### src/rtl/rpt_dma_pkg.sv
package rpt_dma_pkg;
  typedef struct packed {
    logic advance;
    logic wrap;
    logic ldAddr;
    logic ldCount;
    logic ldReload;
    logic ldPeriph;
  } seqCtl_t;
endpackage

### src/rtl/rpt_dma_ctl.sv
module rpt_dma_ctl
  import rpt_dma_pkg::*;
(
  input  logic    clk,
  input  logic    rstN,
  input  logic    chanEn,
  input  logic    xferDone,
  input  logic    wrAddr,
  input  logic    wrCount,
  input  logic    wrReload,
  input  logic    wrPeriph,
  input  logic    lastXfer,
  output seqCtl_t ctl,
  output logic    blockWrap
);
  logic idle;

  always_comb begin
    idle         = !chanEn;
    ctl.advance  = chanEn && xferDone;
    ctl.wrap     = chanEn && xferDone && lastXfer;
    ctl.ldAddr   = idle && wrAddr;
    ctl.ldCount  = idle && wrCount;
    ctl.ldReload = idle && wrReload;
    ctl.ldPeriph = idle && wrPeriph;
  end

  always_ff @(posedge clk or negedge rstN) begin
    if (!rstN) blockWrap <= 1'b0;
    else       blockWrap <= ctl.wrap;
  end
endmodule

### src/rtl/rpt_dma_dp.sv
module rpt_dma_dp
  import rpt_dma_pkg::*;
#(
  parameter int ADDR_W = 24,
  parameter int CNT_W  = 8
) (
  input  logic              clk,
  input  logic              rstN,
  input  seqCtl_t           ctl,
  input  logic              sizeWord,
  input  logic              dirDown,
  input  logic [ADDR_W-1:0] wrData,
  output logic [ADDR_W-1:0] memAddr,
  output logic [CNT_W-1:0]  xferCount,
  output logic [CNT_W-1:0]  reloadVal,
  output logic [ADDR_W-1:0] periphAddr,
  output logic              lastXfer
);
  localparam int LEN_W = CNT_W + 1;
  localparam int PAD_W = ADDR_W - LEN_W;

  logic [ADDR_W-1:0] stepMag;
  logic [LEN_W-1:0]  blockLen;
  logic [ADDR_W-1:0] span;
  logic [ADDR_W-1:0] stepped;
  logic [ADDR_W-1:0] nextAddr;

  always_comb begin
    stepMag  = sizeWord ? ADDR_W'(2) : ADDR_W'(1);
    blockLen = (reloadVal == '0) ? {1'b1, {CNT_W{1'b0}}} : {1'b0, reloadVal};
    span     = {{PAD_W{1'b0}}, blockLen} << sizeWord;
    stepped  = dirDown ? (memAddr - stepMag) : (memAddr + stepMag);
    if (ctl.wrap) nextAddr = dirDown ? (stepped + span) : (stepped - span);
    else          nextAddr = stepped;
    lastXfer = (xferCount == CNT_W'(1));
  end

  always_ff @(posedge clk or negedge rstN) begin
    if (!rstN) begin
      memAddr    <= '0;
      xferCount  <= '0;
      reloadVal  <= '0;
      periphAddr <= '0;
    end else begin
      if (ctl.ldAddr)       memAddr <= wrData;
      else if (ctl.advance) memAddr <= nextAddr;

      if (ctl.ldCount)      xferCount <= wrData[CNT_W-1:0];
      else if (ctl.wrap)    xferCount <= reloadVal;
      else if (ctl.advance) xferCount <= xferCount - CNT_W'(1);

      if (ctl.ldReload) reloadVal  <= wrData[CNT_W-1:0];
      if (ctl.ldPeriph) periphAddr <= wrData;
    end
  end
endmodule

### src/rtl/rpt_dma_seq.sv
module rpt_dma_seq
  import rpt_dma_pkg::*;
#(
  parameter int ADDR_W = 24,
  parameter int CNT_W  = 8
) (
  input  logic              clk,
  input  logic              rstN,
  input  logic              chanEn,
  input  logic              xferDone,
  input  logic              sizeWord,
  input  logic              dirDown,
  input  logic              wrAddr,
  input  logic              wrCount,
  input  logic              wrReload,
  input  logic              wrPeriph,
  input  logic [ADDR_W-1:0] wrData,
  output logic [ADDR_W-1:0] memAddr,
  output logic [CNT_W-1:0]  xferCount,
  output logic [CNT_W-1:0]  reloadVal,
  output logic [ADDR_W-1:0] periphAddr,
  output logic              blockWrap
);
  seqCtl_t ctl;
  logic    lastXfer;

  rpt_dma_ctl u_ctl (
    .clk(clk), .rstN(rstN), .chanEn(chanEn), .xferDone(xferDone),
    .wrAddr(wrAddr), .wrCount(wrCount), .wrReload(wrReload), .wrPeriph(wrPeriph),
    .lastXfer(lastXfer), .ctl(ctl), .blockWrap(blockWrap)
  );

  rpt_dma_dp #(.ADDR_W(ADDR_W), .CNT_W(CNT_W)) u_dp (
    .clk(clk), .rstN(rstN), .ctl(ctl), .sizeWord(sizeWord), .dirDown(dirDown),
    .wrData(wrData), .memAddr(memAddr), .xferCount(xferCount),
    .reloadVal(reloadVal), .periphAddr(periphAddr), .lastXfer(lastXfer)
  );
endmodule

### config.mk
export PLATFORM = sky130hd
export DESIGN_NAME = rpt_dma_seq
export DESIGN_NICKNAME = d
export VERILOG_FILES = /design/src/rtl/rpt_dma_pkg.sv /design/src/rtl/rpt_dma_ctl.sv /design/src/rtl/rpt_dma_dp.sv /design/src/rtl/rpt_dma_seq.sv
export SDC_FILE = /design/constraint.sdc
export NUM_CORES = 1
export LEC_CHECK = 0
export CORE_UTILIZATION = 58
export CTS_CLUSTER_SIZE = 20
export DETAILED_ROUTE_END_ITERATION = 12
export PLACE_DENSITY = 0.87
export SYNTH_ARGS = -nofsm -noshare
export SYNTH_HDL_FRONTEND = slang
export SYNTH_SLANG_ARGS = --single-unit
### constraint.sdc
create_clock -name clk -period 7.4 [get_ports clk]
set_input_delay 1.11 -clock clk [delete_from_list [all_inputs] [get_ports clk]]
set_output_delay 1.11 -clock clk [all_outputs]
set_load 0.02 [all_outputs]
Word-level counts from Yosys, hierarchy flattened:

Index checks and enable logic that the tools add are counted.

* add/sub/neg operators: 5
* eq/ne operators: 1
* shifts and indexed selects: 1
* muxes and demuxes: 10
* reductions and logical operators: 10

Operator list (count)
* two-way mux 24 bit: 5
* adder 24 bit: 2
* subtractor 24 bit: 2
* two-way mux 8 bit: 3
* << shifter 9 x 1 -> 24 bit: 1
* two-way mux 9 bit: 1
* == test 8 x 1 -> 1 bit, second input constant: 1
* logical NOT 8 bit: 1
* subtractor 8 x 1 -> 8 bit, second input constant: 1
* logical AND 1 bit: 6
* nonzero test 3 bit: 1
* two-way mux 2 bit: 1
* nonzero test 2 bit: 1
* logical NOT 1 bit: 1

* bits in registers: 65
* bits of input ports: 34
* output and inout port bits: 65
* logic and storage cells: 32

Logic depth before layout (Yosys ltp):

* word-level depth: 8
* mapped depth: 22
* depth with buffers taken out: 21

Hierarchy:

A second synthesis with hierarchy kept.

* cell total of the unflattened synthesis: 654
* area, all modules: 5713.0 µm²

Modules (own cells, without submodules)
* rpt_dma_dp: times used 1, cells each 647, area each 5637.9 µm², sequential area each 1601.5 µm²
* rpt_dma_ctl: times used 1, cells each 7, area each 75.1 µm², sequential area each 25.0 µm²

Worst setup path before layout:

No wires, ideal clock.

* path type: in2reg
* start: input port dirDown
* end: register u_dp.memAddr[22]
* setup time: 0.119 ns
* data arrival time: 5.108 ns
* data required time: 7.281 ns
* path slack: 2.173 ns
* stages: 22
* buffers on the path: 2
* cell sequence: clkbuf_1 > clkbuf_1 > nand2_1 > inv_1 > ha_1 > nor2b_1 > o2111ai_1 > a31oi_1 > o21a_1 > o211a_1 > nor3_1 > a221oi_1 > ha_1 > a21o_1 > a21o_1 > a21o_1 > a221oi_2 > o21bai_2 > a211oi_2 > mux2i_1 > a221oi_2 > a21bo_1

* cells in the longest elaborated chain, start to end: 6
* elaborated cells between the ends (all ways): 7
* classes of those cells: add/sub: 2; mux: 5

RTL lines
* start, declared: RTL line rpt_dma_seq.sv:12 `input logic dirDown,`
* two-way mux 24 bit: RTL line rpt_dma_dp.sv:32 `stepped = dirDown ? (memAddr - stepMag) : (memAddr + stepMag);`
* subtractor 24 bit / adder 24 bit (equally long branches): RTL line rpt_dma_dp.sv:33 `if (ctl.wrap) nextAddr = dirDown ? (stepped + span) : (stepped - span);`
* two-way mux 24 bit: RTL line rpt_dma_dp.sv:33
* two-way mux 24 bit (*): RTL line rpt_dma_dp.sv:33
* two-way mux 24 bit (*): RTL line rpt_dma_dp.sv:46 `else if (ctl.advance) memAddr <= nextAddr;`
* two-way mux 24 bit (*): RTL line rpt_dma_dp.sv:45 `if (ctl.ldAddr) memAddr <= wrData;`
* end signal, assigned: RTL line rpt_dma_dp.sv:45
* end signal, assigned: RTL line rpt_dma_dp.sv:46
* end, declared: RTL line rpt_dma_dp.sv:13 `output logic [ADDR_W-1:0] memAddr,`

Every way passes the cells marked *; elsewhere a longest branch is shown, timed or not. The select of a mux whose other input is x is not followed.
A chain may end at the register's enable or synchronous reset.

Final worst setup path:

* start: input port sizeWord
* end: register u_dp.memAddr[23]

* cells in the longest elaborated chain, start to end: 8
* elaborated cells between the ends (all ways): 11
* classes of those cells: add/sub: 4; shift: 1; mux: 6

RTL lines
* start, declared: RTL line rpt_dma_seq.sv:11 `input logic sizeWord,`
* two-way mux 2 bit: RTL line rpt_dma_dp.sv:29 `stepMag = sizeWord ? ADDR_W'(2) : ADDR_W'(1);`
* adder 24 bit / subtractor 24 bit (equally long branches): RTL line rpt_dma_dp.sv:32
* two-way mux 24 bit: RTL line rpt_dma_dp.sv:32
* subtractor 24 bit / adder 24 bit (equally long branches): RTL line rpt_dma_dp.sv:33
* two-way mux 24 bit: RTL line rpt_dma_dp.sv:33
* two-way mux 24 bit (*): RTL line rpt_dma_dp.sv:33
* two-way mux 24 bit (*): RTL line rpt_dma_dp.sv:46
* two-way mux 24 bit (*): RTL line rpt_dma_dp.sv:45

Marks and branches as above.

==> results.py <==
metrics = {
    "run_status": {
        "status": "finished with violations",
        "violations": "design-rule violations",
    },
    "sta": {
        "fin_tns_setup_ns": 0,
        "slew_headroom": 0.364,
        "report.final.hold_viol_count": 0,
        "fin_crit_sh": 0.815,
        "fmax_mhz": 166,
        "rsz0062_at_grt": "no",
        "setup_violations": 0,
        "worst_slew_pin_slew_ns": 0.952,
        "finalMaxSlewViolations": 0,
        "fin_crit_ns": 6.03,
        "finalClockSkew_ns": 0.0131,
    },
    "critical_path": {
        "r2r_start": "u_dp.reloadVal[1]",
        "cp-start-kind": "primary input",
        "cpPeakStageDelay_ns": 0.91,
        "crit_chain": "clkdlybuf4s50_1 > inv_1 > nand2_1 > inv_1 > ha_1 > nor2b_1 > o2111ai_1 > nand3_1 > a41oi_1 > o21ai_0 > a21oi_1 > xnor2_1 > ha_1 > a21o_1 > a31o_2 > a21oi_1 > nand2_1 > o21bai_1 > o21ai_1 > xnor2_1 > nor3_1 > nand3b_1",
        "cp-end-kind": "flop",
        "cpMaxStageDelayCell": "clkdlybuf4s50_1",
        "crit_fanout": 19,
        "worstSetupPathType": "primary input to flop",
        "r2r_cells": 15,
        "cp.arrival_ns": 6.27,
        "reg2reg_to": "u_dp.memAddr[23]",
        "critical-path-top-delay-family": "compound AO/OA/AOI/OAI gates",
        "path_buf_inv": 3,
        "rrSetupSlack_ns": 2.96,
        "required_ns": 7.64,
    },
    "grt": {
        "grt_pass1_vias": 5224,
        "grt_pass1_wl_um": 25500,
        "grt_max_degree": 66,
        "grt_usage": 0.332,
        "antenna_found_initial": 0,
        "gr-total-overflow": 0,
    },
    "final_layout": {
        "n_antenna_cell": 0,
        "syn2layout_area_growth_pct": 24.4,
        "final_nets": 811,
        "fillers": 703,
        "multi_input_area_mm2": 0.00371,
        "postLayoutCellArea_mm2": 0.00686,
        "drive_above_1_share": 0.0971,
        "seq_area_mm2": 0.00163,
    },
    "yosys": {
        "synthTopCellsByArea": "dfrtp_1 30%, ha_1 11%, mux2_2 6.3%",
        "synth_cell_type_count": 57,
        "synthFlopType": "dfrtp_1",
        "ys_seq_area_frac": 0.295,
        "netlist_area_mm2": 0.00551,
        "synth_edf_count": 0,
        "ys_seq_elements": 65,
        "ys_warn_count": 0,
        "synthArstFlopShare": 1.00,
        "synth_area_per_cell_um2": 8.73,
        "synth_top_area_share": 0.295,
        "yosysTopAreaCell": "dfrtp_1",
        "synthCells": 631,
        "syn-num-nets": 716,
        "synth_common_cells": "65 x dfrtp_1, 58 x nand2_1, 49 x ha_1",
        "synth_most_common_cell": "dfrtp_1",
    },
    "floorplan": {
        "io-pin-count": 99,
        "core_region_area_mm2": 0.00924,
        "initial_core_util": 0.596,
        "dieArea_mm2": 0.00990,
        "die_y_um": 99.5,
        "rows": 35,
        "die_w_um": 99.5,
    },
    "clock_network": {
        "cts.clk_slew.worst_paths_ns": 0.09,
        "numClockSinks": 65,
        "clk_latency_ns": 0.35,
        "cts_tree": "yes",
        "post_cts_buffers": 0,
        "cts_buffers": 9,
        "htreeDepth": 3,
        "ctsRootBufferMaster": "clkbuf_8",
        "post_cts_resized": 0,
        "cts_hold_buf": 0,
        "ctsLongestPathBuffers": 2,
    },
    "worst_hold_path": {
        "hold_end": "u_dp.periphAddr[23]",
        "hp-class": "flop to flop",
        "worstHoldPathCells": 1,
        "hp-start": "u_dp.periphAddr[23]",
    },
    "drt": {
        "drtPass1Iterations": 9,
        "via_count": 5336,
        "drt_iter0_drc": 348,
        "remaining_drc_errors": 2,
        "drt-total-wl_um": 16300,
        "drtAntennaViolNets": 0,
        "vias_per_cell": 6.20,
        "wire_per_inst_um": 18.9,
    },
    "placed_design": {
        "routabilityCongestion": 0.897,
        "hpwl_um": 12000,
        "place_area_mm2": 0.00663,
        "io_buffers": 98,
    },
    "power_and_ir_drop": {
        "peakVddDrop_uv": 265,
        "power_mw": 2.78,
        "power_density_mw_per_mm2": 406,
        "leakagePower_nw": 3.02,
    },
    "run": {
        "cap_viol_max_count": 0,
    },
}
-- layer usage --
| layer | vias to the layer above | track usage | routed length [µm] |
|---|---|---|---|
| li1 | 2531 | - | - |
| met1 | 2539 | 0.413 | 6840 |
| met2 | 217 | 0.564 | 7930 |
| met3 | 49 | 0.0513 | 879 |
| met4 | 0 | 0.160 | 646 |
| met5 | - | 0 | 0 |
-- kinds of logic after synthesis --
family | after synthesis | synth area share
mux | 38 | 0.0760
flops | 65 | 0.295
simple gates | 172 | 0.148
buf+inv | 46 | 0.0316
fa+ha+maj | 51 | 0.119
xor+xnor | 44 | 0.0699
compound gates | 215 | 0.261
-- report_power, final --
group | switching [mW] | internal (mW)
sequential | 0.0873 | 0.437
combinational | 1.06 | 0.835
clock | 0.164 | 0.200
total | 1.31 | 1.47
-- area by class of cell --
| class | instances | share of cell area |
|---|---|---|
| clock buffers | 10 | 0.0201 |
| well taps | 129 | 0.0235 |
| inverters | 23 | 0.0126 |
| flip-flops and latches | 65 | 0.237 |
| clock inverters | 6 | 0.0131 |
| repair buffers | 107 | 0.152 |
| multi-input cells | 520 | 0.541 |
-- how the worst max path moves through the flow --
stage | startpoint | endpoint | slack [ns] | cells after the start
floorplan | dirDown | u_dp.memAddr[22] | 2.17 | 22
global placement | sizeWord | u_dp.memAddr[23] | 1.38 | 22
detailed placement | sizeWord | u_dp.memAddr[23] | 1.14 | 22
CTS | sizeWord | u_dp.memAddr[23] | 1.48 | 22
global route | sizeWord | u_dp.memAddr[23] | 0.94 | 22
finish | sizeWord | u_dp.memAddr[23] | 1.37 | 22
-- per-stage QoR --
stage	hold WS [ns]	std cells	util	setup slack, ns
finish	0.510	860	0.742	1.37
floorplan	0.630	631	-	2.17
global placement	0.487	844	0.718	1.38
detailed placement	0.495	844	0.718	1.14
CTS	0.512	860	0.742	1.48
global route	0.532	860	0.742	0.943
-- cells in the final DEF, fill, tap and decap left out, types with 31 or more instances in the layout --
master / n
clkdlybuf4s50_1: 97
dfrtp_1: 65
nand2_1: 58
ha_1: 49
o21ai_0: 47
a21oi_1: 46
nor2_1: 38
xnor2_1: 31
mux2_2: 31
-- flip-flops by register name, indices dropped and copies added, names as in the netlist --
name and flops:
u_dp.reloadVal 8, u_ctl.blockWrap 1, u_dp.xferCount 8, u_dp.periphAddr 24, u_dp.memAddr 24
-- worst reg2reg max path, cell delays in order (launching register included) --
cell	delay (ns)
dfrtp_1	0.46
or3_1	0.45
or3_1	0.38
or3_1	0.38
nor2_1	0.20
a21oi_1	0.12
o21bai_1	0.31
ha_1	0.29
nand2_1	0.12
or4b_1	0.59
a21oi_1	0.24
o21bai_1	0.16
o21ai_1	0.20
xnor2_1	0.17
nor3_1	0.07
nand3b_1	0.19
Note: power is estimated with default switching activity, not from simulation.
